<file path="src/rtl/sec_pkg.sv">
package sec_pkg;
  typedef enum logic [1:0] {
    MODE_STD  = 2'd0,
    MODE_AUTH = 2'd1,
    MODE_ENC  = 2'd2
  } sec_mode_e;
endpackage

</file>
<file path="src/rtl/sec_try_ctr.sv">
// Consecutive-failure counter for one security item; saturates at MAX_TRIES.
module sec_try_ctr #(
  parameter int MAX_TRIES = 4
) (
  input  logic clk,
  input  logic rst_n,
  input  logic try_en,
  input  logic try_ok,
  output logic locked
);
  localparam int CW = $clog2(MAX_TRIES + 1);

  logic [CW-1:0] cnt_q, cnt_d;
  logic          cnt_en;

  assign locked = (cnt_q == CW'(MAX_TRIES));
  assign cnt_en = try_en & ~locked;

  always_comb begin
    cnt_d = try_ok ? '0 : cnt_q + 1'b1;
  end

  always_ff @(posedge clk or negedge rst_n) begin
    if (!rst_n)      cnt_q <= '0;
    else if (cnt_en) cnt_q <= cnt_d;
  end
endmodule

</file>
<file path="src/rtl/sec_pw_latch.sv">
// Holds the single open password: set index and kind.
module sec_pw_latch #(
  parameter int NUM_SETS = 8,
  localparam int SW = $clog2(NUM_SETS)
) (
  input  logic          clk,
  input  logic          rst_n,
  input  logic          clr,
  input  logic          go,
  input  logic [SW-1:0] set_in,
  input  logic          wr_in,
  input  logic          ok_in,
  output logic          act_vld,
  output logic [SW-1:0] act_set,
  output logic          act_wr
);
  logic          vld_d, wr_d;
  logic [SW-1:0] set_d;
  logic          upd;

  assign upd = clr | go;

  always_comb begin
    vld_d = act_vld;
    set_d = act_set;
    wr_d  = act_wr;
    if (clr) begin
      vld_d = 1'b0;
      wr_d  = 1'b0;
    end else if (go) begin
      vld_d = ok_in;
      if (ok_in) begin
        set_d = set_in;
        wr_d  = wr_in;
      end else begin
        wr_d = 1'b0;
      end
    end
  end

  always_ff @(posedge clk or negedge rst_n) begin
    if (!rst_n) begin
      act_vld <= 1'b0;
      act_set <= '0;
      act_wr  <= 1'b0;
    end else if (upd) begin
      act_vld <= vld_d;
      act_set <= set_d;
      act_wr  <= wr_d;
    end
  end
endmodule

</file>
<file path="src/rtl/sec_mode_fsm.sv">
// Communication mode: standard / authenticated / encrypted, plus MAC abort.
module sec_mode_fsm
  import sec_pkg::*;
(
  input  logic      clk,
  input  logic      rst_n,
  input  logic      clr,
  input  logic      au_go,
  input  logic      au_ok,
  input  logic      enc_go,
  input  logic      enc_ok,
  input  logic      mac_chk,
  input  logic      mac_ok,
  output sec_mode_e mode_q,
  output logic      abort_q
);
  sec_mode_e mode_d;
  logic      abort_d;
  logic      mac_bad;

  assign mac_bad = mac_chk & ~mac_ok & (mode_q != MODE_STD);

  always_comb begin
    mode_d  = mode_q;
    abort_d = 1'b0;
    if (au_go) begin
      mode_d = au_ok ? MODE_AUTH : MODE_STD;
    end else if (enc_go && enc_ok && mode_q != MODE_STD) begin
      mode_d = MODE_ENC;
    end
    if (mac_bad) begin
      mode_d  = MODE_STD;
      abort_d = 1'b1;
    end
    if (clr) begin
      mode_d  = MODE_STD;
      abort_d = 1'b0;
    end
  end

  always_ff @(posedge clk or negedge rst_n) begin
    if (!rst_n) begin
      mode_q  <= MODE_STD;
      abort_q <= 1'b0;
    end else begin
      mode_q  <= mode_d;
      abort_q <= abort_d;
    end
  end
endmodule

</file>
<file path="src/rtl/sec_state_tracker.sv">
module sec_state_tracker
  import sec_pkg::*;
#(
  parameter int          NUM_SETS    = 8,
  parameter int          NUM_KEYS    = 4,
  parameter int          MAX_TRIES   = 4,
  parameter int          CODE_W      = 24,
  parameter logic [23:0] SECURE_CODE = 24'hF7620B,
  localparam int SW = $clog2(NUM_SETS),
  localparam int KW = $clog2(NUM_KEYS)
) (
  input  logic              clk,
  input  logic              rst_n,
  input  logic              sess_clr,
  input  logic              pw_chk,
  input  logic [SW-1:0]     pw_set,
  input  logic              pw_wr,
  input  logic              pw_ok,
  input  logic              au_chk,
  input  logic [KW-1:0]     au_key,
  input  logic              au_ok,
  input  logic              enc_chk,
  input  logic              enc_ok,
  input  logic              mac_chk,
  input  logic              mac_ok,
  input  logic              sc_chk,
  input  logic [CODE_W-1:0] sc_val,
  input  logic [SW-1:0]     zone_set,
  input  logic              zone_prot,
  output logic              rd_grant,
  output logic              wr_grant,
  output logic              cfg_wr_grant,
  output logic [1:0]        sec_mode,
  output logic              cmd_abort
);
  logic [NUM_SETS-1:0] pw_lock;
  logic [NUM_KEYS-1:0] au_lock;
  logic                sc_lock;
  logic                pw_go, au_go, sc_go, sc_match;

  // per-set and per-key failure counters
  for (genvar i = 0; i < NUM_SETS; i++) begin : g_pw_ctr
    sec_try_ctr #(.MAX_TRIES(MAX_TRIES)) u_ctr (
      .clk(clk), .rst_n(rst_n),
      .try_en(pw_chk & (pw_set == SW'(i))),
      .try_ok(pw_ok),
      .locked(pw_lock[i])
    );
  end

  for (genvar k = 0; k < NUM_KEYS; k++) begin : g_au_ctr
    sec_try_ctr #(.MAX_TRIES(MAX_TRIES)) u_ctr (
      .clk(clk), .rst_n(rst_n),
      .try_en(au_chk & (au_key == KW'(k))),
      .try_ok(au_ok),
      .locked(au_lock[k])
    );
  end

  assign sc_match = (sc_val == CODE_W'(SECURE_CODE));

  sec_try_ctr #(.MAX_TRIES(MAX_TRIES)) u_sc_ctr (
    .clk(clk), .rst_n(rst_n),
    .try_en(sc_chk),
    .try_ok(sc_match),
    .locked(sc_lock)
  );

  assign pw_go = pw_chk & ~pw_lock[pw_set];
  assign au_go = au_chk & ~au_lock[au_key];
  assign sc_go = sc_chk & ~sc_lock;

  // open password
  logic          act_vld, act_wr;
  logic [SW-1:0] act_set;

  sec_pw_latch #(.NUM_SETS(NUM_SETS)) u_pw (
    .clk(clk), .rst_n(rst_n), .clr(sess_clr), .go(pw_go),
    .set_in(pw_set), .wr_in(pw_wr), .ok_in(pw_ok),
    .act_vld(act_vld), .act_set(act_set), .act_wr(act_wr)
  );

  // communication mode
  sec_mode_e mode_q;

  sec_mode_fsm u_mode (
    .clk(clk), .rst_n(rst_n), .clr(sess_clr),
    .au_go(au_go), .au_ok(au_ok),
    .enc_go(enc_chk), .enc_ok(enc_ok),
    .mac_chk(mac_chk), .mac_ok(mac_ok),
    .mode_q(mode_q), .abort_q(cmd_abort)
  );

  // configuration write unlock
  logic cfg_q, cfg_d, cfg_en;

  assign cfg_en = sess_clr | sc_go;

  always_comb begin
    cfg_d = sess_clr ? 1'b0 : sc_match;
  end

  always_ff @(posedge clk or negedge rst_n) begin
    if (!rst_n)      cfg_q <= 1'b0;
    else if (cfg_en) cfg_q <= cfg_d;
  end

  // grants
  logic set_hit;

  assign set_hit      = act_vld & (act_set == zone_set);
  assign rd_grant     = ~zone_prot | set_hit;
  assign wr_grant     = ~zone_prot | (set_hit & act_wr);
  assign cfg_wr_grant = cfg_q;
  assign sec_mode     = mode_q;
endmodule

</file>
<file path="config.mk">
export PLATFORM = sky130hd
export DESIGN_NAME = sec_state_tracker
export DESIGN_NICKNAME = d
export VERILOG_FILES = /design/src/rtl/sec_pkg.sv /design/src/rtl/sec_try_ctr.sv /design/src/rtl/sec_pw_latch.sv /design/src/rtl/sec_mode_fsm.sv /design/src/rtl/sec_state_tracker.sv
export SDC_FILE = /design/constraint.sdc
export NUM_CORES = 1
export LEC_CHECK = 0
export BUFFER_PORTS_ARGS = -buffer_cell sky130_fd_sc_hd__buf_4
export CAP_MARGIN = 15
export CORE_MARGIN = 1
export CORE_UTILIZATION = 55
export CTS_BUF_LIST = sky130_fd_sc_hd__clkbuf_16
export DETAILED_ROUTE_END_ITERATION = 10
export PLACE_DENSITY = 0.78
export SYNTH_ARGS = -nofsm -noshare
export SYNTH_HDL_FRONTEND = slang
export SYNTH_SLANG_ARGS = --single-unit
</file>
<file path="constraint.sdc">
create_clock -name clk -period 4.1 [get_ports clk]
set_input_delay 0 -clock clk [delete_from_list [all_inputs] [get_ports clk]]
set_output_delay 0 -clock clk [all_outputs]
set_load 0.05 [all_outputs]
</file>
# Word-level counts from Yosys, hierarchy flattened
# Cells that the tools add are included.
[classes]
n_addsub = 13
magnitude_cmp = 2
n_eq_ne = 25
n_mux = 30
bitwise = 53
reduce_logical = 9
[op_table]
columns = ["op", "count"]
rows = [
  ["equality test 3 bit (second input constant)", 17],
  ["adder 3 x 1 -> 3 bit (second input constant)", 13],
  ["two-way mux 3 bit", 13],
  ["bitwise AND 1 bit", 31],
  ["equality test 24 bit (second input constant)", 1],
  ["inverter 1 bit", 18],
  ["two-way mux 1 bit", 11],
  ["two-way mux 2 bit", 4],
  ["equality test 3 x 2 -> 1 bit (second input constant)", 2],
  ["equality test 2 bit (second input constant)", 2],
  ["less-than comparator 3 x 4 -> 1 bit (second input constant)", 1],
  ["bitwise OR 1 bit", 4],
  ["AND reduction 4 bit", 1],
  ["nonzero test 2 bit", 2],
  ["nonzero test 4 bit", 1],
  ["binary-select mux 1 bit (select 3 bit)", 1],
  ["equality test 3 x 1 -> 1 bit (second input constant)", 1],
  ["equality test 3 bit", 1],
  ["zero test 3 bit", 1],
  ["less-than comparator 2 x 3 -> 1 bit (second input constant)", 1],
  ["binary-select mux 1 bit (select 2 bit)", 1],
  ["equality test 2 x 1 -> 1 bit (second input constant)", 1],
  ["logical AND 1 bit", 2],
  ["zero test 2 bit", 1],
  ["AND reduction 2 bit", 1],
]
[totals]
regBits = 48
output_inout_bits = 6
elab_cells = 151

# Logic depth before layout (Yosys ltp)
# Gate-level depths: netlist (run 1).
[logic_depth]
word_depth = 8
ltp_mapped = 7
mapped_depth_nobuf = 7

# Hierarchy
# A second synthesis (run 1) with hierarchy kept.
[unflattened]
hier_cells = 316
hier_area_um2 = 3093.0
[modules_own_cells]
columns = ["module", "instances", "cells_per_inst", "area_each_um2", "seq_area_each_um2"]
rows = [
  ["sec_try_ctr", 13, 19, 183.9, 75.1],
  ["sec_state_tracker", 1, 44, 341.6, 25.0],
  ["sec_pw_latch", 1, 14, 220.2, 125.1],
  ["sec_mode_fsm", 1, 11, 140.1, 75.1],
]

# Least setup slack after synthesis (run 1)
# Ideal clock, no wire load.
[synth_path]
path_type = "reg2out"
from = "reg u_pw.act_set[1]"
to = "out wr_grant"
t_arrival_ns = 1.712
path_slack_ns = 2.388
stages_incl_launch_ff = 4
cell_sequence = "dfrtp_1 > xnor2_1 > nand4_1 > o21ai_0"
[synth_between]
elab_chain_len = 4
[synth_lines]
columns = ["item", "line_no", "text"]
rows = [
  ["start: declaration", "sec_pw_latch.sv:14", "output logic [SW-1:0] act_set,"],
  ["start signal: assignment", "sec_pw_latch.sv:48", "act_set <= set_d;"],
  ["equality test 3 bit", "sec_state_tracker.sv:111", "assign set_hit = act_vld & (act_set == zone_set);"],
  ["bitwise AND 1 bit", "sec_state_tracker.sv:111", ""],
  ["bitwise AND 1 bit", "sec_state_tracker.sv:113", "assign wr_grant = ~zone_prot | (set_hit & act_wr);"],
  ["bitwise OR 1 bit", "sec_state_tracker.sv:113", ""],
  ["end: declaration", "sec_state_tracker.sv:31", "output logic wr_grant,"],
]
# No other way between the ends.

# Final worst setup path (run 1)
[layout_path]
from = "reg g_pw_ctr[3].u_ctr.cnt_q[0]"
to = "reg u_pw.act_set[0]"
[layout_between]
elab_chain_len = 7
[layout_lines]
columns = ["item", "line_no", "text"]
rows = [
  ["start: declaration", "sec_try_ctr.sv:13", "logic [CW-1:0] cnt_q, cnt_d;"],
  ["start signal: assignment", "sec_try_ctr.sv:25", "else if (cnt_en) cnt_q <= cnt_d;"],
  ["equality test 3 bit *", "sec_try_ctr.sv:16", "assign locked = (cnt_q == CW'(MAX_TRIES));"],
  ["binary-select mux 1 bit (select 3 bit) *", "sec_state_tracker.sv:69", "assign pw_go = pw_chk & ~pw_lock[pw_set];"],
  ["two-way mux 1 bit (not written as such) *", "sec_state_tracker.sv:69", ""],
  ["inverter 1 bit *", "sec_state_tracker.sv:69", ""],
  ["bitwise AND 1 bit *", "sec_state_tracker.sv:69", ""],
  ["bitwise OR 1 bit", "sec_pw_latch.sv:21", "assign upd = clr | go;"],
  ["AND reduction 4 bit (no line) *", "--", ""],
]
# Every way passes the cells marked *; elsewhere a longest branch is shown, timed or not. The select of a mux whose other input is x is not followed.
# A chain may end at the register's enable or synchronous reset.

==> results of run 1 <==
final cells by class:
cell class	count	area, sq um
clock buffers	5	125
clock inverters	3	38.8
fillers	409	1550
inverters	30	113
multi-input cells	228	1570
flip-flops and latches	48	1200
well taps	70	87.6
repair buffers	55	423
synthesized netlist by cell type, drive strengths merged:
| cell type | n |
|---|---|
| a21boi | 1 |
| a21o | 16 |
| a21oi | 1 |
| a31oi | 1 |
| and2b | 1 |
| and3 | 1 |
| buf | 3 |
| clkbuf | 3 |
| dfrtp | 48 |
| ha | 26 |
| inv | 30 |
| mux2 | 5 |
| mux2i | 12 |
| mux4 | 1 |
| nand2 | 35 |
| nand2b | 18 |
| nand3 | 9 |
| nand3b | 3 |
| nand4 | 5 |
| nand4b | 8 |
| nor2 | 14 |
| nor2b | 3 |
| nor3 | 14 |
| nor3b | 1 |
| nor4 | 2 |
| nor4b | 1 |
| o211ai | 1 |
| o21ai | 38 |
| o22ai | 3 |
| o31ai | 1 |
| o41ai | 1 |
| or2 | 1 |
| or2b | 1 |
| or3b | 1 |
| xnor2 | 3 |
worst max-delay path by stage:
stage | to | slack [ps] | depth (start not counted)
floorplan | wr_grant | 2390 | 3
global placement | u_pw.act_set[1]$_DFFE_PN0P_ | 2410 | 7
detailed placement | u_pw.act_set[2]$_DFFE_PN0P_ | 2350 | 7
CTS | u_pw.act_set[0]$_DFFE_PN0P_ | 2340 | 7
global route | u_pw.act_set[1]$_DFFE_PN0P_ | 2240 | 7
finish | u_pw.act_set[0]$_DFFE_PN0P_ | 2350 | 7
power breakdown:
group | switching [W] | internal, W | leakage (nW)
sequential | 0.000139 | 0.000627 | 0.574
combinational | 0.000338 | 0.000325 | 1.06
clock | 0.000168 | 0.000284 | 0.0850
total | 0.000644 | 0.00124 | 1.72
per-stage QoR:
stage | instances | instance area [sq um] | hold slack (ps)
2_1_floorplan | 312 | 2920 | -296
3_3_place_gp | 427 | 3360 | 55.8
3_5_place_dp | 427 | 3360 | 53.5
4_1_cts | 439 | 3560 | 5.13
5_1_grt | 439 | 3560 | 19.5
6_report | 439 | 3560 | 3.92
sequential cells by signal, indices dropped and copies added (netlist names):
| name | flops |
|---|---|
| cfg_wr_grant | 1 |
| g_au_ctr.u_ctr.cnt_q | 12 |
| g_pw_ctr.u_ctr.cnt_q | 24 |
| u_mode.abort_q | 1 |
| u_mode.mode_q | 2 |
| u_pw.act_set | 3 |
| u_pw.act_vld | 1 |
| u_pw.act_wr | 1 |
| u_sc_ctr.cnt_q | 3 |
worst reg2reg max path, stage by stage (launching register included):
cell and delay, ps:
dfrtp_1 390, inv_1 60, ha_1 220, nand4_1 80
nand4b_1 120, o22ai_2 300, nand3b_4 150, mux2_4 310
cells by family after synthesis:
kind of cell / after synthesis / share of synthesized area (%)
simple gates: 118 / 21.6
compound gates: 63 / 12.9
flops: 48 / 41.1
buf+inv: 36 / 5.06
fa+ha+maj: 26 / 11.1
mux: 18 / 7.20
xor+xnor: 3 / 0.900
layer usage:
layer | share of wire (%) | vias to the layer above
li1 | - | 1189
met1 | 42 | 1135
met2 | 54 | 34
met3 | 2.2 | 9
met4 | 1.5 | 0
met5 | 0 | -
what timing repair did:
action,in CTS,in global routing
endpoints found under the setup margin,0,0
hold buffers,4,0
endpoints found under the hold margin,51,0
==> run summary, run 1 <==
status = completed
CP peak stage delay = 390 ps
Syn-to-layout area delta = 21.9%
r2r worst-path depth = 7
synth unique cells = 40
n_diodes = 0
peak supply drop = 322 uV
reg2reg start = g_pw_ctr[3].u_ctr.cnt_q[0]$_DFFE_PN0P_
CTS buffer count = 5
P_leak = 1.72 nW
Hold Path End = g_au_ctr[1].u_ctr.cnt_q[2]$_DFFE_PN0P_
M1 GR Usage = 24.3%
post-DP HPWL = 4080 microns
worst relative slew slack = 59.0%
antenna violations before repair = 0
Hold Path Class = input pin to flip-flop
total congestion overflow = 0
FP Rows = 26
commonest non-fill, non-tap cells in the layout = buf_4 (51), dfrtp_1 (48), o21ai_0 (38), nand2_1 (35), inv_1 (31)
CP Launch Point = g_pw_ctr[3].u_ctr.cnt_q[0]$_DFFE_PN0P_
Syn Area/Cell = 9.36 sq um
endpoints failing hold = 0
Clock Path Buffers = 2
drt first pass iters = 4
reg-to-reg endpoint = u_pw.act_set[0]$_DFFE_PN0P_
most area-consuming cells after synthesis = dfrtp_1 (41%), ha_1 (11%), o21ai_0 (6.5%), nand2_1 (4.5%), mux2i_1 (4.1%)
post-CTS sizing = 0
Worst R2R Setup Slack = 2350 ps
endpoints failing setup = 0
number of DRC markers in iteration 0 = 72
Layout Nets = 440
Slew @ Worst Pin = 616 ps
Yosys warning count = 0
vias in the first global route = 2375
Initial Utilization = 57.2%
Setup Buffers After CTS = 0
fin util = 69.7%
final antenna-violating net count = 0
Place WS = 2350 ps
Port Buffers = 51
core box area = 5110 sq um
GR Layer Usage met3 = 4.02%
Hold Crit Depth = 2
worst skew pair latency = 290 ps
setup TNS = 0 ps
Synth area leader = dfrtp_1
unrepaired setup endpoints after global routing = no
Post-Syn Instances = 312
I/O pins = 52
crit path DAT = 1920 ps
Crit Path Max Fanout = 4
Root Driver = clkbuf_16
Tot GR Track Use = 23.0%
Final min period = 1750 ps
Worst path slowest cell = dfrtp_1
post-synth net total = 384
Die Wd = 74.9 microns
largest net degree at the start of global routing = 49
Power Dens Cells = 528 nW/um^2
startpoint types = flip-flop
critical path type = flip-flop to flip-flop
global-route wire length before repair = 9810 microns
CTS HTree Levels = 2
#FFs+latches synth = 48
DR vias/cell = 5.39
area fraction of the dominant cell type after synthesis = 41.1%
Final GP Congestion = 0.722
Post-Syn Area = 2920 sq um
die height = 74.9 microns
Pwr Total = 0.00188 W
Critical path buffers and inverters = 1
commonest non-fill, non-tap cell in the layout = buf_4
TritonCTS sink count = 48
Avg WL per Cell = 12.9 microns
CP endpoint kind = flip-flop
met2 Use GR = 45.4%
max_cap viols = 0
sequential-to-total area share from yosys stat = 41.1%
min-delay src = au_ok
WL final = 5650 microns
CTS clk-pin slew, worst paths = 60 ps
share of cells above drive strength 1 = 18.4%
vias post-DR = 2367
CTS tree = built
Final Worst Setup Slack = 2350 ps
max-slew violation count = 0
DR DRC count = 0
fmax = 572 MHz
Tcrit/Tclk final = 42.6%
Die ar. = 5600 sq um
crit-path cells = inv_1 -> ha_1 -> nand4_1 -> nand4b_1 -> o22ai_2 -> nand3b_4 -> mux2_4
gr busiest metal = met2
CP required = 4270 ps
skew final = 6.01 ps
cell family with the largest share of critical-path delay = flip-flops
Note: power is estimated with default switching activity, not from simulation.
==> inputs of run 2 (changes only) <==
--- a/config.mk
+++ b/config.mk
@@ -8,10 +8,10 @@
 export BUFFER_PORTS_ARGS = -buffer_cell sky130_fd_sc_hd__buf_4
 export CAP_MARGIN = 15
 export CORE_MARGIN = 1
-export CORE_UTILIZATION = 55
+export CORE_UTILIZATION = 51
 export CTS_BUF_LIST = sky130_fd_sc_hd__clkbuf_16
 export DETAILED_ROUTE_END_ITERATION = 10
-export PLACE_DENSITY = 0.78
+export PLACE_DENSITY = 0.76
 export SYNTH_ARGS = -nofsm -noshare
 export SYNTH_HDL_FRONTEND = slang
 export SYNTH_SLANG_ARGS = --single-unit
==> constraint.sdc (replaced) <==
create_clock -name clk -period 1.4 [get_ports clk]
set_input_delay 0 -clock clk [delete_from_list [all_inputs] [get_ports clk]]
set_output_delay 0 -clock clk [all_outputs]
set_load 0.05 [all_outputs]
==> run summary, run 2 (synthesized netlist as in run 1, its figures left out) <==
endpoints failing setup = 7
CTS HTree Levels = 2
Die Wd = 77.7 microns
number of DRC markers in iteration 0 = 137
Root Driver = clkbuf_16
antenna violations before repair = 0
FP Rows = 27
CP endpoint kind = flip-flop
Port Buffers = 51
Layout Nets = 480
Tot GR Track Use = 21.5%
Die ar. = 6030 sq um
CTS clk-pin slew, worst paths = 60 ps
Crit Path Max Fanout = 4
area occupied by multi-input gates = 1620 sq um
endpoints failing hold = 0
global-route wire length before repair = 10400 microns
Largest register FFs = 24
unrepaired setup endpoints after global routing = yes
Final Worst Setup Slack = -230 ps
placed cell area = 3650 sq um
CTS tree = built
Initial Utilization = 53.0%
skew final = 4.00 ps
post-DP HPWL = 4480 microns
Final min period = 1630 ps
Final GP Congestion = 0.778
vias post-DR = 2479
I/O pins = 52
Slew @ Worst Pin = 603 ps
Largest Register = g_pw_ctr.u_ctr.cnt_q
status = complete, but fails checks
startpoint types = flip-flop
Avg WL per Cell = 12.6 microns
Tcrit/Tclk final = 116%
met1 WL = 2520 microns
top routing layer used = met4
crit path DAT = 1800 ps
P_leak = 1.92 nW
commonest non-fill, non-tap cells in the layout = buf_4 (90), dfrtp_1 (48), o21ai_0 (37), inv_1 (31), nand2_1 (30)
worst relative slew slack = 59.8%
failing checks = setup timing
total congestion overflow = 0
Final Cell Area = 3920 sq um
final antenna-violating net count = 0
DR DRC count = 0
Clock Path Buffers = 2
filler instances = 428
TritonCTS sink count = 48
Hold Path Class = input pin to flip-flop
max_cap viols = 0
critical path type = flip-flop to flip-flop
vias in the first global route = 2436
Reg area = 1200 sq um
max-slew violation count = 0
commonest non-fill, non-tap cell in the layout = buf_4
drt first pass iters = 6
DR WL met2 = 3300 microns
CTS buffer count = 5
DR vias/cell = 5.15
Power Dens Cells = 1610 nW/um^2
worst skew pair latency = 280 ps
fmax = 613 MHz
die height = 77.7 microns
Syn-to-layout area delta = 34.1%
n_diodes = 0
peak supply drop = 854 uV
WL final = 6050 microns
largest net degree at the start of global routing = 49
core box area = 5510 sq um
Place WS = -174 ps
met3 routed WL = 168 microns
top flop regs = g_pw_ctr.u_ctr.cnt_q x24, g_au_ctr.u_ctr.cnt_q x12
share of cells above drive strength 1 = 30.6%
CP required = 1570 ps
run 2: cell types whose count changed in the layout (fill, tap and decap cells not counted), sizes merged:
cell  previous run  this run
buf             51        91
run 2: repair_timing:
item	4_1_cts	5_1_grt
buffers inserted	2	2
hold buffers	4	0
pin swaps	3	4
setup endpoints to repair	7	10
resized for setup	3	8
endpoints found under the hold margin	51	0
run 2: power by group:
group	switching, W	internal (W)
registers	0.000264	0.00183
logic	0.00130	0.00159
clock network	0.000484	0.000832
run 2: area by class of cell:
class	count	share of cell area, %
Inverter	30	2.87
Clock buffer	5	3.19
Tap cell	72	2.30
Multi-Input combinational cell	228	41.4
Sequential cell	48	30.7
Timing Repair Buffer	95	18.6
Clock inverter	3	0.990
run 2: stage by stage:
stage	total power [W]	util, %	std cells	setup TNS (ps)	hold WS (ps)
after CTS	0.00627	70.4	479	-1090	11.5
after global placement	0.00469	66.3	465	-548	57.6
after detailed placement	0.00486	66.3	465	-814	48.3
after floorplan	0.00366	-	312	-525	-296
after global routing	0.00682	71.1	481	-1590	24.3
final	0.00630	71.1	481	-1020	13.0
run 2: final timing paths:
kind                                                        startpoint                                endpoint  slack, ps  cells after the start
worst max-delay path            g_pw_ctr[1].u_ctr.cnt_q[0]$_DFFE_PN0P_             u_pw.act_set[2]$_DFFE_PN0P_       -230                      7
worst min-delay path                                            mac_ok                u_mode.abort_q$_DFF_PN0_         10                      4
worst max register to register  g_pw_ctr[1].u_ctr.cnt_q[0]$_DFFE_PN0P_             u_pw.act_set[2]$_DFFE_PN0P_       -230                      7
worst min register to register           u_sc_ctr.cnt_q[1]$_DFFE_PN0P_           u_sc_ctr.cnt_q[1]$_DFFE_PN0P_        520                      2
max in group asynchronous                                        rst_n  g_pw_ctr[1].u_ctr.cnt_q[2]$_DFFE_PN0P_        690                      2
min in group asynchronous                                        rst_n           u_sc_ctr.cnt_q[2]$_DFFE_PN0P_        280                      2
run 2: metal layers:
metal	track usage, %	up-vias
met3	2.82	7
met2	40.6	27
li1	-	1276
met5	0	-
met4	6.79	0
met1	24.9	1169
run 2: worst max-delay path: stages (launching register included):
cell,delay [ps]
dfrtp_1,360
inv_1,50
ha_2,180
nand4b_1,100
nand4b_1,130
o22ai_2,250
nand3b_4,140
mux2_4,310
